--- config.mk ---
export PLATFORM = sky130hd
export DESIGN_NAME = stage_copy_engine
export DESIGN_NICKNAME = d
export VERILOG_FILES = /design/src/rtl/stage_copy_pkg.sv /design/src/rtl/stage_copy_plan.sv /design/src/rtl/stage_copy_addr.sv /design/src/rtl/stage_copy_engine.sv
export SDC_FILE = /design/constraint.sdc
export NUM_CORES = 1
export LEC_CHECK = 0
export BUFFER_PORTS_ARGS = -buffer_cell sky130_fd_sc_hd__buf_2
export CORE_ASPECT_RATIO = 0.7
export CORE_MARGIN = 2
export CORE_UTILIZATION = 35
export DETAILED_ROUTE_END_ITERATION = 10
export PLACE_DENSITY = 0.62
export SYNTH_ARGS = -nofsm -noshare
export SYNTH_HDL_FRONTEND = slang
export SYNTH_HIERARCHICAL = 1
export SYNTH_SLANG_ARGS = --single-unit
--- constraint.sdc ---
create_clock -name clk -period 18 [get_ports clk]
set_input_delay 1.8 -clock clk [delete_from_list [all_inputs] [get_ports clk]]
set_output_delay 1.8 -clock clk [all_outputs]
set_load 0.01 [all_outputs]
--- src/rtl/stage_copy_pkg.sv ---
package stage_copy_pkg;
    typedef enum logic [1:0] {
        ST_IDLE = 2'd0,
        ST_PLAN = 2'd1,
        ST_RD   = 2'd2,
        ST_WR   = 2'd3
    } st_e;
endpackage

--- src/rtl/stage_copy_plan.sv ---
// Works out, from the committed registers, the length and base addresses
// of the next block and the register values to commit if it succeeds.
module stage_copy_plan #(
    parameter int RW  = 16,
    parameter int BLK = 8,
    parameter int LW  = $clog2(BLK + 1)
) (
    input  logic [RW-1:0] cnt,
    input  logic [RW-1:0] src,
    input  logic [RW-1:0] dst,
    input  logic          scheme_b,
    input  logic          neg_flag,
    input  logic          epilogue,
    output logic          fwd,
    output logic [RW-1:0] rem,
    output logic [LW-1:0] len,
    output logic [RW-1:0] base_s,
    output logic [RW-1:0] base_d,
    output logic [RW-1:0] nxt_cnt,
    output logic [RW-1:0] nxt_src,
    output logic [RW-1:0] nxt_dst
);
    localparam logic [RW-1:0] BLK_W = RW'(BLK);

    logic          neg;
    logic [RW-1:0] lenw;
    logic [RW-1:0] tcnt;

    always_comb begin
        neg  = cnt[RW-1];
        fwd  = neg | (scheme_b & ~neg_flag);
        rem  = (!scheme_b && neg) ? (~cnt + 1'b1) : cnt;
        if (rem >= BLK_W)  len = LW'(BLK);
        else if (epilogue) len = rem[LW-1:0];
        else               len = '0;
        lenw = {{(RW-LW){1'b0}}, len};
        tcnt = cnt - lenw;

        base_s  = src;
        base_d  = dst;
        nxt_cnt = cnt;
        nxt_src = src;
        nxt_dst = dst;
        if (!scheme_b) begin
            if (fwd) begin
                base_s  = src + cnt;
                base_d  = dst + cnt;
                nxt_cnt = cnt + lenw;
            end else begin
                base_s  = src + tcnt;
                base_d  = dst + tcnt;
                nxt_cnt = tcnt;
            end
        end else begin
            nxt_cnt = tcnt;
            if (fwd) begin
                nxt_src = src + lenw;
                nxt_dst = dst + lenw;
            end else begin
                base_s  = src - lenw;
                base_d  = dst - lenw;
                nxt_src = src - lenw;
                nxt_dst = dst - lenw;
            end
        end
    end
endmodule

--- src/rtl/stage_copy_addr.sv ---
// Byte address inside the current block: ascending forward, descending backward.
module stage_copy_addr #(
    parameter int RW = 16,
    parameter int LW = 4
) (
    input  logic [RW-1:0] base_s,
    input  logic [RW-1:0] base_d,
    input  logic [LW-1:0] idx,
    input  logic [LW-1:0] len,
    input  logic          fwd,
    input  logic          sel_dst,
    output logic [RW-1:0] addr
);
    logic [LW-1:0] off;

    always_comb begin
        off  = fwd ? idx : (len - idx - LW'(1));
        addr = (sel_dst ? base_d : base_s) + {{(RW-LW){1'b0}}, off};
    end
endmodule

--- src/rtl/stage_copy_engine.sv ---
module stage_copy_engine
    import stage_copy_pkg::*;
#(
    parameter int RW  = 16,
    parameter int BLK = 8
) (
    input  logic          clk,
    input  logic          rst_n,
    input  logic          start,
    input  logic          scheme_b,
    input  logic          neg_flag,
    input  logic          epilogue,
    input  logic [RW-1:0] cnt_in,
    input  logic [RW-1:0] src_in,
    input  logic [RW-1:0] dst_in,
    output logic          busy,
    output logic          done,
    output logic          fault,
    output logic [RW-1:0] cnt_out,
    output logic [RW-1:0] src_out,
    output logic [RW-1:0] dst_out,
    output logic          mem_req,
    output logic          mem_we,
    output logic [RW-1:0] mem_addr,
    output logic [7:0]    mem_wdata,
    input  logic [7:0]    mem_rdata,
    input  logic          mem_fault
);
    localparam int LW = $clog2(BLK + 1);

    typedef struct packed {
        st_e           st;
        logic [RW-1:0] cnt;
        logic [RW-1:0] src;
        logic [RW-1:0] dst;
        logic          sch_b;
        logic          nflag;
        logic          epi;
        logic [LW-1:0] idx;
        logic [7:0]    byte_v;
        logic          done;
        logic          fault;
    } regs_t;

    regs_t r_q, r_d;

    logic          fwd;
    logic [RW-1:0] rem;
    logic [LW-1:0] len;
    logic [RW-1:0] base_s, base_d, nxt_cnt, nxt_src, nxt_dst;

    stage_copy_plan #(.RW(RW), .BLK(BLK), .LW(LW)) u_plan (
        .cnt(r_q.cnt), .src(r_q.src), .dst(r_q.dst),
        .scheme_b(r_q.sch_b), .neg_flag(r_q.nflag), .epilogue(r_q.epi),
        .fwd(fwd), .rem(rem), .len(len),
        .base_s(base_s), .base_d(base_d),
        .nxt_cnt(nxt_cnt), .nxt_src(nxt_src), .nxt_dst(nxt_dst)
    );

    stage_copy_addr #(.RW(RW), .LW(LW)) u_addr (
        .base_s(base_s), .base_d(base_d), .idx(r_q.idx), .len(len),
        .fwd(fwd), .sel_dst(r_q.st == ST_WR), .addr(mem_addr)
    );

    always_comb begin
        r_d      = r_q;
        r_d.done = 1'b0;
        unique case (r_q.st)
            ST_IDLE: if (start) begin
                r_d.cnt   = cnt_in;
                r_d.src   = src_in;
                r_d.dst   = dst_in;
                r_d.sch_b = scheme_b;
                r_d.nflag = neg_flag;
                r_d.epi   = epilogue;
                r_d.fault = 1'b0;
                r_d.st    = ST_PLAN;
            end
            ST_PLAN: begin
                r_d.idx = '0;
                if (len == '0) begin
                    r_d.done = 1'b1;
                    r_d.st   = ST_IDLE;
                end else begin
                    r_d.st = ST_RD;
                end
            end
            ST_RD: begin
                r_d.byte_v = mem_rdata;
                if (mem_fault) begin
                    r_d.done  = 1'b1;
                    r_d.fault = 1'b1;
                    r_d.st    = ST_IDLE;
                end else begin
                    r_d.st = ST_WR;
                end
            end
            ST_WR: begin
                if (mem_fault) begin
                    r_d.done  = 1'b1;
                    r_d.fault = 1'b1;
                    r_d.st    = ST_IDLE;
                end else if (r_q.idx == len - LW'(1)) begin
                    r_d.cnt = nxt_cnt;
                    r_d.src = nxt_src;
                    r_d.dst = nxt_dst;
                    r_d.st  = ST_PLAN;
                end else begin
                    r_d.idx = r_q.idx + LW'(1);
                    r_d.st  = ST_RD;
                end
            end
            default: r_d.st = ST_IDLE;
        endcase
    end

    always_ff @(posedge clk or negedge rst_n) begin
        if (!rst_n) r_q <= '0;
        else        r_q <= r_d;
    end

    assign busy      = (r_q.st != ST_IDLE);
    assign done      = r_q.done;
    assign fault     = r_q.fault;
    assign cnt_out   = r_q.cnt;
    assign src_out   = r_q.src;
    assign dst_out   = r_q.dst;
    assign mem_req   = (r_q.st == ST_RD) || (r_q.st == ST_WR);
    assign mem_we    = (r_q.st == ST_WR);
    assign mem_wdata = r_q.byte_v;

    p_req_when_busy_r1: assert property (@(posedge clk) disable iff (!rst_n)
        mem_req |-> busy);
    p_done_single_r11: assert property (@(posedge clk) disable iff (!rst_n)
        done |=> !done);
    p_write_after_read_r9: assert property (@(posedge clk) disable iff (!rst_n)
        (mem_req && mem_we) |-> $past(mem_req && !mem_we));
    p_stop_on_fault_r10: assert property (@(posedge clk) disable iff (!rst_n)
        (mem_req && mem_fault) |=> (!mem_req && done && fault));
    p_regs_hold_on_read_r10: assert property (@(posedge clk) disable iff (!rst_n)
        (mem_req && !mem_we) |=> ($stable(cnt_out) && $stable(src_out) && $stable(dst_out)));
    p_epi_zero_r4: assert property (@(posedge clk) disable iff (!rst_n)
        (done && !fault && r_q.epi) |-> (cnt_out == '0));
    p_main_leftover_r3: assert property (@(posedge clk) disable iff (!rst_n)
        (done && !fault && !r_q.epi) |-> (rem < RW'(BLK)));
endmodule

# ---- After elaboration in Yosys (flattened, before gate mapping)
# Cells that the tools add are included.
dict set report totals {
  ramBits 0
  register_bits 67
  latch_bits 0
  elab_cells 91
  romBits 0
  out_inout_bits 77
  memories 0
  inputBits 63
}
dict set report op_classes {
  addsub 16
  eq_ne 10
  order_cmp 1
  bitwise 4
  multipliers 0
  reduce_logical 15
  muxes 34
  shifts 0
  div_mod_pow 0
}
# operator count
set ops {}
lappend ops {{$mux W16} 14}
lappend ops {{$mux W48} 2}
lappend ops {{$pmux W48 S2} 1}
lappend ops {{$add A16 B16 Y16} 4}
lappend ops {{$add A16 B4 Y16} 4}
lappend ops {{$mux W53} 1}
lappend ops {{$sub A16 B4 Y16} 3}
lappend ops {{$mux W4} 5}
lappend ops {{$add A16 B1 Y16 const B} 1}
lappend ops {{$ge A16 B4 Y1 const B} 1}
lappend ops {{$not A16 Y16} 1}
lappend ops {{$mux W2} 5}
lappend ops {{$ne A2 B2 Y1 const B} 5}
lappend ops {{$pmux W2 S4} 1}
lappend ops {{$pmux W4 S2} 1}
lappend ops {{$reduce_bool A2 Y1} 4}
lappend ops {{$sub A4 B1 Y4 const B} 2}
lappend ops {{$reduce_and A3 Y1} 2}
lappend ops {{$reduce_and A5 Y1} 1}
lappend ops {{$add A4 B1 Y4 const B} 1}
lappend ops {{$eq A2 B2 Y1 const B} 2}
lappend ops {{$eq A4 B4 Y1} 1}
lappend ops {{$logic_not A4 Y1} 1}
lappend ops {{$pmux W1 S2} 2}
lappend ops {{other kinds (14)} 15}

# ---- Logic depth before layout (Yosys ltp)
dict set report depth {
  word_depth 11
  mapped_depth 28
  depth_no_buf 28
}

# ---- Modules after synthesis
# The synthesis kept the hierarchy.
# module n_inst seq_area_each_um2 area_per_inst_um2 cells_each
set modules_own_cells {}
lappend modules_own_cells {stage_copy_plan 1 0.0 5218.8 772}
lappend modules_own_cells {stage_copy_engine 1 1676.6 3953.8 407}
lappend modules_own_cells {stage_copy_addr 1 0.0 864.6 111}

# ---- Worst setup path before layout
# OpenSTA, ideal clock, no wires.
dict set report synth_path {
  path_kind {reg-to-output}
  start {reg r_q, in the netlist cnt_out[1]}
  end {out mem_addr[11]}
  path_slack_ns 9.549
  path_buffers 0
  path_stages_with_launch 29
  required_time_ns 16.200
  t_arrival_ns 6.651
  path_cell_list {dfrtp_1 > inv_1 > ha_1 > or4b_4 > a2111oi_4 > o211ai_1 > a2111oi_2 > nand4b_1 > inv_2 > and3_1 > ha_1 > inv_1 > fa_1 > a21oi_1 > o21ai_0 > nor3_1 > xor2_1 > ha_1 > nand2_1 > a2111oi_0 > or3_1 > a21oi_1 > xor2_1 > mux2i_1 > and4b_1 > o22a_4 > nand3_2 > xor2_1 > a211oi_2}
}
dict set report synth_between {
  elab_chain_len 11
  word_cells_on_any_way 24
  classes_between {add/sub: 11; order compare: 1; mux: 11; bitwise: 1}
}
# item line
set synth_lines {}
lappend synth_lines {{start: declaration} stage_copy_engine.sv:45} ;# regs_t r_q, r_d;
lappend synth_lines {{start signal: assignment} stage_copy_engine.sv:119} ;# else r_q <= r_d;
lappend synth_lines {{$not A16 Y16} stage_copy_plan.sv:32} ;# rem = (!scheme_b && neg) ? (~cnt + 1'b1) : cnt;
lappend synth_lines {{$add A16 B1 Y16} stage_copy_plan.sv:32}
lappend synth_lines {{$mux W16 *} stage_copy_plan.sv:32}
lappend synth_lines {{$ge A16 B4 Y1 / $mux W4 (equally long branches)} {stage_copy_plan.sv:33, stage_copy_plan.sv:34}}
lappend synth_lines {{$mux W4 *} stage_copy_plan.sv:33} ;# if (rem >= BLK_W) len = LW'(BLK);
lappend synth_lines {{via len[3]} stage_copy_engine.sv:49} ;# logic [LW-1:0] len;
lappend synth_lines {{$sub A16 B4 Y16} stage_copy_plan.sv:37} ;# tcnt = cnt - lenw;
lappend synth_lines {{$add A16 B16 Y16} stage_copy_plan.sv:50} ;# base_s = src + tcnt;
lappend synth_lines {{$mux W16} stage_copy_plan.sv:45} ;# if (fwd) begin
lappend synth_lines {{$mux W16 *} stage_copy_plan.sv:44} ;# if (!scheme_b) begin
lappend synth_lines {{via base_s[9]} stage_copy_engine.sv:50} ;# logic [RW-1:0] base_s, base_d, nxt_cnt, nxt_src, nxt_dst;
lappend synth_lines {{$mux W16 *} stage_copy_addr.sv:18} ;# addr = (sel_dst ? base_d : base_s) + {{(RW-LW){1'b0}}, off};
lappend synth_lines {{$add A16 B4 Y16 *} stage_copy_addr.sv:18}
lappend synth_lines {{end: declaration} stage_copy_engine.sv:24} ;# output logic [RW-1:0] mem_addr,
# The timed path passes the listed nets; every way through them passes the cells marked *.

# ---- Worst setup path after layout
dict set report layout_path {
  start {reg r_q, in the netlist cnt_out[6]}
  end {out mem_addr[11]}
}
dict set report layout_between {
  elab_chain_len 11
  word_cells_on_any_way 23
  classes_between {add/sub: 11; order compare: 1; mux: 10; bitwise: 1}
}
# item line
set layout_lines {}
lappend layout_lines {{$not A16 Y16 *} stage_copy_plan.sv:32}
lappend layout_lines {{$add A16 B1 Y16 *} stage_copy_plan.sv:32}
lappend layout_lines {{$mux W16 *} stage_copy_plan.sv:32}
lappend layout_lines {{via rem[12]} stage_copy_engine.sv:48} ;# logic [RW-1:0] rem;
lappend layout_lines {{$ge A16 B4 Y1 *} stage_copy_plan.sv:33}
lappend layout_lines {{$mux W4 *} stage_copy_plan.sv:33}
lappend layout_lines {{via len[3]} stage_copy_engine.sv:49}
lappend layout_lines {{$sub A16 B4 Y16} stage_copy_plan.sv:37}
lappend layout_lines {{$add A16 B16 Y16} stage_copy_plan.sv:51} ;# base_d = dst + tcnt;
lappend layout_lines {{$mux W16} stage_copy_plan.sv:45}
lappend layout_lines {{$mux W16 *} stage_copy_plan.sv:44}
lappend layout_lines {{via base_d[9]} stage_copy_engine.sv:50}
lappend layout_lines {{$mux W16 *} stage_copy_addr.sv:18}
lappend layout_lines {{$add A16 B4 Y16 *} stage_copy_addr.sv:18}
# Marked as above.

==> impl_metrics.py <==
metrics = {
    "clock_network": {
        "cts_sinks": 67,
        "clock_path_buffers": 2,
        "cts_made_buffers": 9,
        "htree_levels": 3,
        "clk_pin_slew_ns": 0.07,
        "cts_resized": 0,
        "cts_tree": "built",
        "ctsHoldBuffers": 0,
        "cts_setup_buffers": 0,
        "insertion_delay_ns": 0.37,
        "clock-root-buffer": "clkbuf_16",
    },
    "finish": {
        "final_core_util_pct": 38.4,
        "area_delta_synth_final_pct": 7.81,
        "stdcell_area_um2": 10700,
        "fin_nets": 1454,
        "layout-drive-gt1-share_pct": 20.3,
        "diodes": 0,
    },
    "route": {
        "post_drt_via_cell_ratio": 5.59,
        "detail-route-antenna-nets": 0,
        "routed_wl_um": 32700,
        "drtPass1Iterations": 6,
        "vias": 9396,
        "initialDrtViolationCount": 1205,
        "wl_per_cell_um": 19.4,
        "drc": 0,
    },
    "sta": {
        "setup_tns_ns": 0,
        "max_freq_ghz": 0.0966,
        "slew_viol_final": 0,
        "worst_pin_slew_ns": 1.12,
        "clock_skew_ns": 0.0159,
        "slew_headroom_pct": 24.5,
        "fin_crit_ns": 10.35,
        "fin_crit_sh_pct": 57.5,
        "whs_ns": 0.513,
        "hold_violations": 0,
        "finalSetupViolations": 0,
        "rsz0062_at_grt": "false",
    },
    "yosys": {
        "syn_inst": 1272,
        "synth_area_um2": 9920,
        "yosys_warnings": 6,
        "synth.avg_cell_area_um2": 7.80,
        "synth_fp_nets": 1420,
    },
    "place": {
        "dp_hpwl_um": 25100,
        "place_area_um2": 10400,
        "io_buffers": 139,
        "place_congestion": 0.927,
    },
    "critical_path": {
        "required_ns": 16.20,
        "critPathKind": "register to output port",
        "worstPathMaxFanout": 13,
        "cp-end-kind": "output port",
        "max_stage_delay_ns": 0.96,
        "crit_arrival_ns": 8.55,
        "startpoint_type": "register",
        "cpMostUsedCell": "xor2_1",
        "crit_slowest_cell": "nor3_1",
    },
    "floorplanning": {
        "core_area_um2": 27800,
        "die_x_um": 205,
        "initial_core_util_pct": 35.6,
        "pin_count": 140,
        "die_h_um": 145,
        "rows": 51,
        "dieArea_um2": 29700,
    },
    "grt": {
        "grt_pass1_vias": 8679,
        "antenna_found_initial": 1,
        "grt_pass1_wl_um": 50300,
        "grt_start_max_net_pins": 61,
        "grt_use_total_pct": 21.8,
        "grt_overflow_total": 0,
    },
    "hold_path": {
        "hp-class": "register to register",
    },
    "job": {
        "cap_viol_max_count": 0,
    },
    "status": {
        "outcome": "completed",
    },
}
-- metal layers --
layer  up-vias  track usage [%]  wire length [um]
li1       4504                -                 -
met1      4478             34.4             16900
met2       384             30.5             13100
met3        30             3.76              2390
met4         0             3.82               291
met5         -                0                 0
-- per-stage QoR --
stage / cells / worst slack, ns
finish: 1682 / 7.65
global route: 1682 / 7.15
CTS: 1682 / 7.86
detailed placement: 1666 / 8.31
global placement: 1666 / 8.31
floorplan: 1272 / 9.56
-- flip-flops by register name, summed over array words and instances (netlist names) --
| signal | count |
|---|---|
| src_out | 16 |
| dst_out | 16 |
| r_q | 9 |
| mem_wdata | 8 |
| cnt_out | 16 |
| fault | 1 |
| done | 1 |
-- cells in the final DEF, fill, tap and decap left out, drive strengths merged, types with 7 or more instances in the layout --
master   count
a2111oi      7
a211oi      12
a21o         7
a21oi       69
a31oi       12
and3        17
buf        149
clkbuf       9
dfrtp       67
fa          10
ha          75
inv         66
mux2        71
mux2i       23
nand2      177
nand2b      12
nand3       83
nand4        8
nor2        64
nor2b       12
nor3        27
nor4         8
o211ai      10
o21ai       74
or3         15
xnor2       81
xor2        43
-- worst paths after layout --
check	startpoint	end	cells after the start	slack, ns
worst max-delay path	cnt_out[6]$_DFFE_PN0P_	mem_addr[11]	28	7.65
worst min-delay path	mem_wdata[2]$_DFFE_PN0N_	mem_wdata[2]$_DFFE_PN0N_	1	0.51
worst max register to register	cnt_out[6]$_DFFE_PN0P_	dst_out[15]$_DFFE_PN0P_	18	12.03
worst min register to register	mem_wdata[2]$_DFFE_PN0N_	mem_wdata[2]$_DFFE_PN0N_	1	0.51
max in group asynchronous	rst_n	r_q[16]$_DFFE_PN0P_	2	15.65
min in group asynchronous	rst_n	dst_out[15]$_DFFE_PN0P_	1	1.27
-- worst max-delay path: cells and delay by family, from the launching register on --
family / cells / cell delay (ns)
AO/OA/AOI/OAI: 8 / 2.45
XOR/XNOR: 4 / 1.01
adder cells (fa/ha/maj): 3 / 1.02
buffers and inverters: 4 / 0.56
flip-flops: 1 / 0.53
multiplexers: 1 / 0.20
AND/OR/NAND/NOR: 8 / 2.39
-- final cells by class --
cell class                 instances  area [um2]
tap                              371         464
clock inverter                     7        60.1
multi-input combinational       1016        7250
sequential                        67        1680
inverter                          63         236
fill                            2979       17100
timing repair buffer             149         773
clock buffer                       9         225
Power is left out: the tool's default activity adds up to more than one toggle a clock period on the data nets, which glitch-free logic cannot reach.
